## src/rtl/adc_ctrl_pkg.sv

```systemverilog
`timescale 1ns/1ps
package adc_ctrl_pkg;
    typedef enum logic [1:0] {
        ST_IDLE     = 2'd0,
        ST_ARM      = 2'd1,
        ST_WAIT_EOC = 2'd2,
        ST_DONE     = 2'd3
    } ctrl_state_t;

    localparam logic [1:0] CODE_RAW  = 2'd0;
    localparam logic [1:0] CODE_INV  = 2'd1;
    localparam logic [1:0] CODE_TWOS = 2'd2;
endpackage

```

## src/rtl/adc_sync.sv

```systemverilog
`timescale 1ns/1ps
module adc_sync #(
    parameter int W      = 3,
    parameter int STAGES = 2
) (
    input  logic         clk,
    input  logic         rst_n,
    input  logic [W-1:0] d_async,
    output logic [W-1:0] d_sync
);
    logic [W-1:0] stage_q [STAGES];

    genvar g;
    generate
        for (g = 0; g < STAGES; g++) begin : g_stage
            always_ff @(posedge clk or negedge rst_n) begin
                if (!rst_n) begin
                    stage_q[g] <= '0;
                end else if (g == 0) begin
                    stage_q[g] <= d_async;
                end else begin
                    stage_q[g] <= stage_q[(g == 0) ? 0 : g-1];
                end
            end
        end
    endgenerate

    assign d_sync = stage_q[STAGES-1];
endmodule

```

## src/rtl/adc_shift.sv

```systemverilog
`timescale 1ns/1ps
module adc_shift #(
    parameter int W = 16
) (
    input  logic         clk,
    input  logic         rst_n,
    input  logic         clr,
    input  logic         en,
    input  logic         din,
    output logic [W-1:0] word
);
    always_ff @(posedge clk or negedge rst_n) begin
        if (!rst_n) begin
            word <= '0;
        end else if (clr) begin
            word <= '0;
        end else if (en) begin
            word <= {word[W-2:0], din};
        end
    end
endmodule

```

## src/rtl/adc_recode.sv

```systemverilog
`timescale 1ns/1ps
module adc_recode
    import adc_ctrl_pkg::*;
#(
    parameter int W = 16
) (
    input  logic [1:0]   sel,
    input  logic [W-1:0] raw,
    output logic [W-1:0] coded
);
    localparam logic [W-1:0] LOW_MASK = {1'b0, {(W-1){1'b1}}};

    always_comb begin
        unique case (sel)
            CODE_INV:  coded = ~raw;
            CODE_TWOS: coded = raw ^ LOW_MASK;
            default:   coded = raw;
        endcase
    end
endmodule

```

## src/rtl/adc_serial_ctrl.sv

```systemverilog
`timescale 1ns/1ps
module adc_serial_ctrl
    import adc_ctrl_pkg::*;
#(
    parameter int DATA_W      = 16,
    parameter int PULSE_CYC   = 12,
    parameter int TIMEOUT_CYC = 11500
) (
    input  logic              clk,
    input  logic              rst_n,
    input  logic              start,
    input  logic [1:0]        code_sel,
    input  logic              adc_sclk,
    input  logic              adc_sdata,
    input  logic              adc_status,
    output logic              conv_n,
    output logic              busy,
    output logic [DATA_W-1:0] data_out,
    output logic              data_valid,
    output logic              err_timeout
);
    localparam int PW = $clog2(PULSE_CYC + 1);
    localparam int TW = $clog2(TIMEOUT_CYC + 1);
    localparam logic [PW-1:0] PULSE_LAST = PW'(PULSE_CYC - 1);
    localparam logic [TW-1:0] TMO_LAST   = TW'(TIMEOUT_CYC - 1);

    ctrl_state_t state, nxt;

    logic [2:0] sync_out;
    logic sclk_s, sdata_s, sts_s, sclk_q, sts_q;
    logic sclk_rise, sts_fall, tmo, pulse_done, active;
    logic [PW-1:0] pulse_cnt;
    logic [TW-1:0] timer;
    logic [DATA_W-1:0] shift_word, coded;

    adc_sync #(.W(3), .STAGES(2)) u_sync (
        .clk    (clk),
        .rst_n  (rst_n),
        .d_async({adc_status, adc_sdata, adc_sclk}),
        .d_sync (sync_out)
    );
    assign {sts_s, sdata_s, sclk_s} = sync_out;

    always_ff @(posedge clk or negedge rst_n) begin
        if (!rst_n) begin
            sclk_q <= 1'b0;
            sts_q  <= 1'b0;
        end else begin
            sclk_q <= sclk_s;
            sts_q  <= sts_s;
        end
    end
    assign sclk_rise = sclk_s & ~sclk_q;
    assign sts_fall  = sts_q & ~sts_s;

    assign active = (state == ST_ARM) || (state == ST_WAIT_EOC);

    always_ff @(posedge clk or negedge rst_n) begin
        if (!rst_n) begin
            pulse_cnt <= '0;
            timer     <= '0;
        end else if (!active) begin
            pulse_cnt <= '0;
            timer     <= '0;
        end else begin
            timer <= timer + 1'b1;
            if (state == ST_ARM) pulse_cnt <= pulse_cnt + 1'b1;
        end
    end
    assign pulse_done = (pulse_cnt == PULSE_LAST);
    assign tmo        = (timer == TMO_LAST);

    adc_shift #(.W(DATA_W)) u_shift (
        .clk  (clk),
        .rst_n(rst_n),
        .clr  (state == ST_IDLE && start),
        .en   (active && sclk_rise),
        .din  (sdata_s),
        .word (shift_word)
    );

    adc_recode #(.W(DATA_W)) u_recode (
        .sel  (code_sel),
        .raw  (shift_word),
        .coded(coded)
    );

    // state register
    always_ff @(posedge clk or negedge rst_n) begin
        if (!rst_n) state <= ST_IDLE;
        else        state <= nxt;
    end

    // next-state logic
    always_comb begin
        nxt = state;
        unique case (state)
            ST_IDLE:     if (start) nxt = ST_ARM;
            ST_ARM: begin
                if (tmo)             nxt = ST_IDLE;
                else if (pulse_done) nxt = ST_WAIT_EOC;
            end
            ST_WAIT_EOC: begin
                if (sts_fall) nxt = ST_DONE;
                else if (tmo) nxt = ST_IDLE;
            end
            ST_DONE:     nxt = ST_IDLE;
        endcase
    end

    // registered outputs
    always_ff @(posedge clk or negedge rst_n) begin
        if (!rst_n) begin
            conv_n      <= 1'b1;
            data_valid  <= 1'b0;
            data_out    <= '0;
            err_timeout <= 1'b0;
        end else begin
            conv_n     <= !(nxt == ST_ARM || nxt == ST_WAIT_EOC);
            data_valid <= (state == ST_WAIT_EOC) && sts_fall;
            if (state == ST_WAIT_EOC && sts_fall) data_out <= coded;
            if (active && tmo && !(state == ST_WAIT_EOC && sts_fall))
                err_timeout <= 1'b1;
        end
    end

    assign busy = (state != ST_IDLE);
endmodule

```

## config.mk

```make
export PLATFORM = sky130hd
export DESIGN_NAME = adc_serial_ctrl
export DESIGN_NICKNAME = d
export VERILOG_FILES = /design/src/rtl/adc_ctrl_pkg.sv /design/src/rtl/adc_sync.sv /design/src/rtl/adc_shift.sv /design/src/rtl/adc_recode.sv /design/src/rtl/adc_serial_ctrl.sv
export SDC_FILE = /design/constraint.sdc
export NUM_CORES = 1
export LEC_CHECK = 0
export BUFFER_PORTS_ARGS = -buffer_cell sky130_fd_sc_hd__buf_2
export CORE_ASPECT_RATIO = 1.75
export CORE_MARGIN = 8
export CORE_UTILIZATION = 63
export DETAILED_ROUTE_END_ITERATION = 8
export GPL_TIMING_DRIVEN = 0
export HOLD_SLACK_MARGIN = 0.1
export PLACE_DENSITY = 0.84
export SLEW_MARGIN = 20
export SYNTH_ARGS = -nofsm -noshare
export SYNTH_HDL_FRONTEND = slang
export SYNTH_HIERARCHICAL = 1
export SYNTH_SLANG_ARGS = --single-unit
```

## constraint.sdc

```tcl
create_clock -name clk -period 2.8 [get_ports clk]
set_input_delay 0 -clock clk [delete_from_list [all_inputs] [get_ports clk]]
set_output_delay 0 -clock clk [all_outputs]
set_load 0.01 [all_outputs]
```

==> results of run 1 <==
[sequential cells by signal, summed over array words and instances, names as in the netlist]
name,cells
conv_n,1
data_out,16
data_valid,1
err_timeout,1
pulse_cnt,4
sclk_q,1
state,2
sts_q,1
timer,14
u_shift/word,16
u_sync/d_sync,3
u_sync/stage_q,3
[worst paths after layout]
| kind | endpoint | slack, ns | depth (start not counted) |
|---|---|---|---|
| worst max-delay path | data_out[10]$_DFFE_PN0P_ | 0.89 | 7 |
| worst min-delay path | data_out[2]$_DFFE_PN0P_ | 0.24 | 7 |
| worst max register to register | data_out[10]$_DFFE_PN0P_ | 0.89 | 7 |
| worst min register to register | u_sync/d_sync[2]$_DFF_PN0_ | 0.36 | 0 |
| max in group asynchronous | data_out[12]$_DFFE_PN0P_ | 2.02 | 2 |
| min in group asynchronous | data_out[1]$_DFFE_PN0P_ | 0.27 | 2 |
[metrics by stage]
step	hold WS (ns)	setup slack, ns
2_1_floorplan	-0.2956	1.225
3_3_place_gp	0.1075	0.9328
3_5_place_dp	0.1130	0.9024
4_1_cts	0.2417	0.8714
5_1_grt	0.2592	0.7125
6_report	0.2367	0.8930
[power by group]
part | leakage, nW | switching (mW) | internal (mW)
Combinational | 0.661 | 0.276 | 0.202
Sequential | 0.765 | 0.0822 | 1.01
Clock | 0.0912 | 0.375 | 0.437
Total | 1.52 | 0.732 | 1.65
[final cells by class]
cell class,instances,area [µm²]
Buffer,13,101.3
Clock buffer,10,137.6
Clock inverter,6,68.82
Fill cell,336,1177
Inverter,11,41.29
Multi-Input combinational cell,205,1226
Sequential cell,63,1578
Tap cell,52,65.06
Timing Repair Buffer,32,187.7
[per-layer routing]
layer | GRT usage (%) | vias to the layer above
met5 | 0 | -
met4 | 9.323 | 0
met3 | 6.737 | 11
met2 | 28.66 | 41
met1 | 18.52 | 1027
li1 | - | 1061
[kinds of logic after synthesis]
family | count (synthesis) | share of synthesized area [%]
XOR/XNOR | 9 | 2.675
buffers and inverters | 24 | 4.841
adder cells (fa/ha/maj) | 9 | 3.822
AND/OR/NAND/NOR | 135 | 20.64
flip-flops | 63 | 53.55
AO/OA/AOI/OAI | 36 | 9.045
multiplexers | 16 | 5.435
[cell usage in the layout (no fill, tap or decap), types with 2 or more instances in the layout]
master	n
a21oi_1	9
and2_1	3
buf_2	28
buf_4	4
buf_6	3
clkbuf_1	3
clkbuf_8	10
clkinvlp_4	4
dfrtp_1	62
dlygate4sd3_1	5
ha_1	9
inv_1	10
mux2i_1	16
nand2_1	75
nand3_1	6
nand3b_1	2
nand4_1	3
nor2_1	29
nor3_1	5
nor4_1	2
o21ai_0	10
o21ai_2	10
or3_1	2
xnor2_1	6
xor2_1	3
[worst max-delay path: cells and delay by family, from the launching register on]
| kind | cells | cell delay, ns |
|---|---|---|
| buffers and inverters | 3 | 0.78 |
| and+or+nand+nor | 3 | 0.41 |
| DFF | 1 | 0.40 |
| adders and majority gates | 1 | 0.25 |
==> summary.md, run 1 <==
| Metric | Value |
|---|---|
| Post-Syn Area per Cell | 10.09 µm² |
| Cts bufs inserted | 9 |
| Crit-path cells | inv_1 > ha_1 > nand3b_2 > clkinv_1 > clkbuf_1 > nand2_1 > nand2_1 |
| EDFF count, synth | 0 |
| Max Freq | 524.4 MHz |
| Worst EP required | 3.09 ns |
| Num ports | 28 |
| Maxcap violations | 0 |
| Final min period | 1.907 ns |
| Area contributors post-synth | dfrtp_1 (53%), nand2_1 (9.6%), mux2i_1 (5.4%), ha_1 (3.8%), nor2_1 (3.7%) |
| Post-route cell area | 0.003406 mm² |
| GRT Total Usage | 17.50% |
| Clock Sinks | 63 |
| WL met3 | 268 µm |
| Worst Path Arrival | 2.20 ns |
| Yosys warning count | 6 |
| Starting density of the core | 64.29% |
| Max H-tree Level | 3 |
| Most common cell in the netlist | nand2_1 |
| Share of cells above drive strength 1 | 20.59% |
| Synth Flop Type | dfrtp_1 |
| Hold Vio Cnt, Final | 0 |
| Post-synthesis async set-or-reset flop share | 100.0% |
| Global-route wire length before repair | 9528 µm |
| Leak | 1.517 nW |
| Metal-1 WL | 2226 µm |
| Placed cell count | 371 |
| Synth Register Bits | 63 |
| Post CTS Setup Buffer Count | 0 |
| Top sig layer | met4 |
| DR WL met2 | 3074 µm |
| Critical path origin | state[0]$_DFF_PN0_ |
| TritonCTS clock tree | yes |
| Initial DRC count | 114 |
| Post-synth net total | 309 |
| Via Count | 2140 |
| Clock skew | 0.006671 ns |
| Overall power | 2.384 mW |
| CP Class | flip-flop to flip-flop |
| HP Start | code_sel[1] |
| Maximum root-to-sink buffer count | 2 |
| Area post-placement | 0.003149 mm² |
| CTS root buf | clkbuf_8 |
| Relative slew slack | 48.46% |
| Worst-path maximum fanout | 10 |
| Die width | 67.70 µm |
| Tightest Pin Transition | 0.7731 ns |
| Detailed Place HPWL | 3881 µm |
| Die Y | 106.5 µm |
| Power Dens Cells | 700.1 mW/mm² |
| Port bufs | 27 |
| Setup crit start kind | flip-flop |
| Cell Count, Final, Fillers Out | 392 |
| Post-synth top cells | nand2_1 (75), dfrtp_1 (62), nor2_1 (29), mux2i_1 (16) |
| Drt total wl | 5713 µm |
| Post-Syn Instances | 292 |
| Nets | 352 |
| Skew-Pair Late Insertion Delay | 0.35 ns |
| FP Rows | 33 |
| Die ar. | 0.007207 mm² |
| Post-route DRC | 0 |
| Area Growth Syn to Fin | 15.58% |
| Synth area leader | dfrtp_1 |
| Core ar. | 0.004583 mm² |
| Setup-failing EPs final | 0 |
| Post-synthesis cell area | 0.002947 mm² |
| Post-synthesis cell type count | 41 |
| RSZ-0062 raised after global routing | no |
| CP peak stage delay | 0.40 ns |
| # resized after CTS | 0 |
| Post-synthesis sequential area ratio | 53.55% |
| Clock-pin slew on the worst setup and hold paths | 0.07 ns |
| Vias/cell | 5.459 |
| Most frequent CP cell | nand2_1 |
| Initial antenna violation count | 0 |
| Pre-antenna DRT Iters | 4 |
| Core Util, Final | 74.31% |
| Vias in the first global route | 2172 |
| Yosys top cell area share | 52.65% |
| Nature of the critical path endpoint | flip-flop |
| Slowest CP cell | dfrtp_1 |
| Wire per inst | 14.57 µm |
| N_diodes | 0 |
| RR Startpoint | state[0]$_DFF_PN0_ |
| Grt total ovfl | 0 |
| Worst vdd ir | 0.0005885 V |
| Slew Viols, Final | 0 |
| Hold_buf cts | 5 |
| Fin Setup TNS | 0 ns |
| Status | completed |
| Hold Crit Class | primary input to flip-flop |
| Placer Congestion | 0.8443 |
| Final Cycle Share | 68.11% |
| Detail Route Antenna Nets | 0 |
| Largest net degree at the start of global routing | 64 |
Power figures use the tool's default switching activity.
==> run 2, diff against run 1 <==
- CORE_UTILIZATION: 63 -> 58
- PLACE_DENSITY: 0.84 -> 0.78
- clock period: 2.8 -> 1.8 ns (I/O delays scaled with it)
==> run 2 against run 1 <==
Effect of this change:
- worst setup slack got worse by 0.76 ns
- sequential power rose by 56%
- first-iteration DRC count rose by 11%
- sequential cell count did not move
- critical path depth rose by 1
- final cell count rose by 1.5%
==> summary.md, run 2 (synthesis gave the netlist of run 1 again) <==
| Metric | Value |
|---|---|
| Status | completed |
| Worst Path Arrival | 1.88 ns |
| Power Dens Cells | 1103 mW/mm² |
| Hold Vio Cnt, Final | 0 |
| Drt total wl | 5698 µm |
| Core ar. | 0.004935 mm² |
| RR Startpoint | state[1]$_DFF_PN0_ |
| Clock skew | 0.007539 ns |
| Vias in the first global route | 2268 |
| Max Freq | 600.7 MHz |
| Post-route DRC | 0 |
| Vias/cell | 5.352 |
| CP Class | flip-flop to flip-flop |
| Global-route wire length before repair | 9901 µm |
| Worst EP required | 2.02 ns |
| Core Util, Final | 70.36% |
| HP Start | code_sel[1] |
| Skew-Pair Late Insertion Delay | 0.33 ns |
| Max H-tree Level | 3 |
| Starting density of the core | 59.71% |
| Most frequent cells in the layout | nand2_1 (75), dfrtp_1 (62), nor2_1 (29) |
| Grt total ovfl | 0 |
| FP Rows | 34 |
| Clock-pin slew on the worst setup and hold paths | 0.07 ns |
| Share of cells above drive strength 1 | 22.97% |
| Largest registers | data_out (16), u_shift/word (16), timer (14) |
| Initial DRC count | 127 |
| Clock Sinks | 63 |
| Largest net degree at the start of global routing | 64 |
| Hold Crit Class | primary input to flip-flop |
| Initial antenna violation count | 0 |
| Slew Viols, Final | 0 |
| Commonest non-fill, non-tap cell in the layout | nand2_1 |
| Setup crit start kind | flip-flop |
| Final min period | 1.665 ns |
| CTS root buf | clkbuf_8 |
| Port bufs | 27 |
| Nature of the critical path endpoint | flip-flop |
| Setup-failing EPs final | 0 |
| Die width | 69.88 µm |
| Num ports | 28 |
| Relative slew slack | 47.82% |
| Area post-placement | 0.003152 mm² |
| Fin Setup TNS | 0 ns |
| RSZ-0062 raised after global routing | no |
| Cts bufs inserted | 9 |
| N_diodes | 0 |
| Die Y | 110.3 µm |
| Maxcap violations | 0 |
| Nets | 356 |
| Final Cycle Share | 92.48% |
| Die ar. | 0.007707 mm² |
| GRT Total Usage | 15.61% |
| Leak | 1.573 nW |
| Via Count | 2130 |
| Post-route cell area | 0.003472 mm² |
| Worst-path maximum fanout | 10 |
| Detail Route Antenna Nets | 0 |
| Worst vdd ir | 0.0008837 V |
| Overall power | 3.828 mW |
| Placer Congestion | 0.8316 |
| Detailed Place HPWL | 3820 µm |
| Wire per inst | 14.32 µm |
| Critical path origin | state[1]$_DFF_PN0_ |
| TritonCTS clock tree | yes |
| Pre-antenna DRT Iters | 4 |
| Tightest Pin Transition | 0.7828 ns |
| Area Growth Syn to Fin | 17.83% |
| Maximum root-to-sink buffer count | 2 |
## run 2: changes by cell type in the layout (fill, tap and decap cells not counted), moves of 2 or more
cell	previous run	this run
inv_2	0	2
buf_4	4	8
clkinvlp_4	4	2
clkinv_2	0	3
inv_1	10	8
## run 2: power by group
group | leakage [nW] | internal (mW) | switching, mW
clock | 0.102 | 0.775 | 0.544
combinational | 0.706 | 0.350 | 0.455
sequential | 0.765 | 1.58 | 0.128
total | 1.57 | 2.70 | 1.13
## run 2: final cells by class
| cell class | instances | area (µm²) |
|---|---|---|
| Tap cell | 54 | 67.56 |
| Clock buffer | 10 | 127.6 |
| Sequential cell | 63 | 1578 |
| Buffer | 13 | 102.6 |
| Clock inverter | 6 | 85.08 |
| Multi-Input combinational cell | 205 | 1251 |
| Inverter | 11 | 42.54 |
| Timing Repair Buffer | 36 | 217.7 |
| Fill cell | 373 | 1463 |
## run 2: stage by stage
| step | cells | hold slack, ns | worst slack (ns) |
|---|---|---|---|
| 6_report | 398 | 0.2510 | 0.1354 |
| 5_1_grt | 398 | 0.2936 | 0.01701 |
| 4_1_cts | 394 | 0.2477 | 0.002427 |
| 3_5_place_dp | 373 | 0.1094 | -0.1428 |
| 3_3_place_gp | 373 | 0.1085 | -0.1006 |
| 2_1_floorplan | 292 | -0.2956 | 0.2247 |
## run 2: worst paths after layout
check / end / slack (ns) / cells after the start
worst min-delay path: data_out[2]$_DFFE_PN0P_ / 0.25 / 7
worst max-delay path: u_shift/word[3]$_DFFE_PN0P_ / 0.14 / 8
worst max register to register: u_shift/word[3]$_DFFE_PN0P_ / 0.14 / 8
min in group asynchronous: data_out[15]$_DFFE_PN0P_ / 0.30 / 2
worst min register to register: u_sync/d_sync[1]$_DFF_PN0_ / 0.35 / 0
max in group asynchronous: timer[8]$_DFF_PN0_ / 1.00 / 2
## run 2: metal layers
layer	share of wire (%)	up-vias	GRT usage, %
met2	55	36	28.79
met4	2.5	0	10.10
met5	0	-	0
met3	3.4	15	2.867
met1	40	1014	15.81
li1	-	1065	-
## run 2: what timing repair did
item	4_1_cts	5_1_grt
hold buffers	5	0
resized for setup	3	5
endpoints found under the setup margin	12	33
hold endpoints to repair	68	0
buffers inserted	0	4
## run 2: worst max-delay path, stage by stage (launching register included)
cell and delay, ns:
dfrtp_1 0.43, inv_2 0.10, ha_4 0.31, nand2_1 0.05
nor2_1 0.11, buf_6 0.14, buf_12 0.14, mux2i_2 0.22
nor2_1 0.06
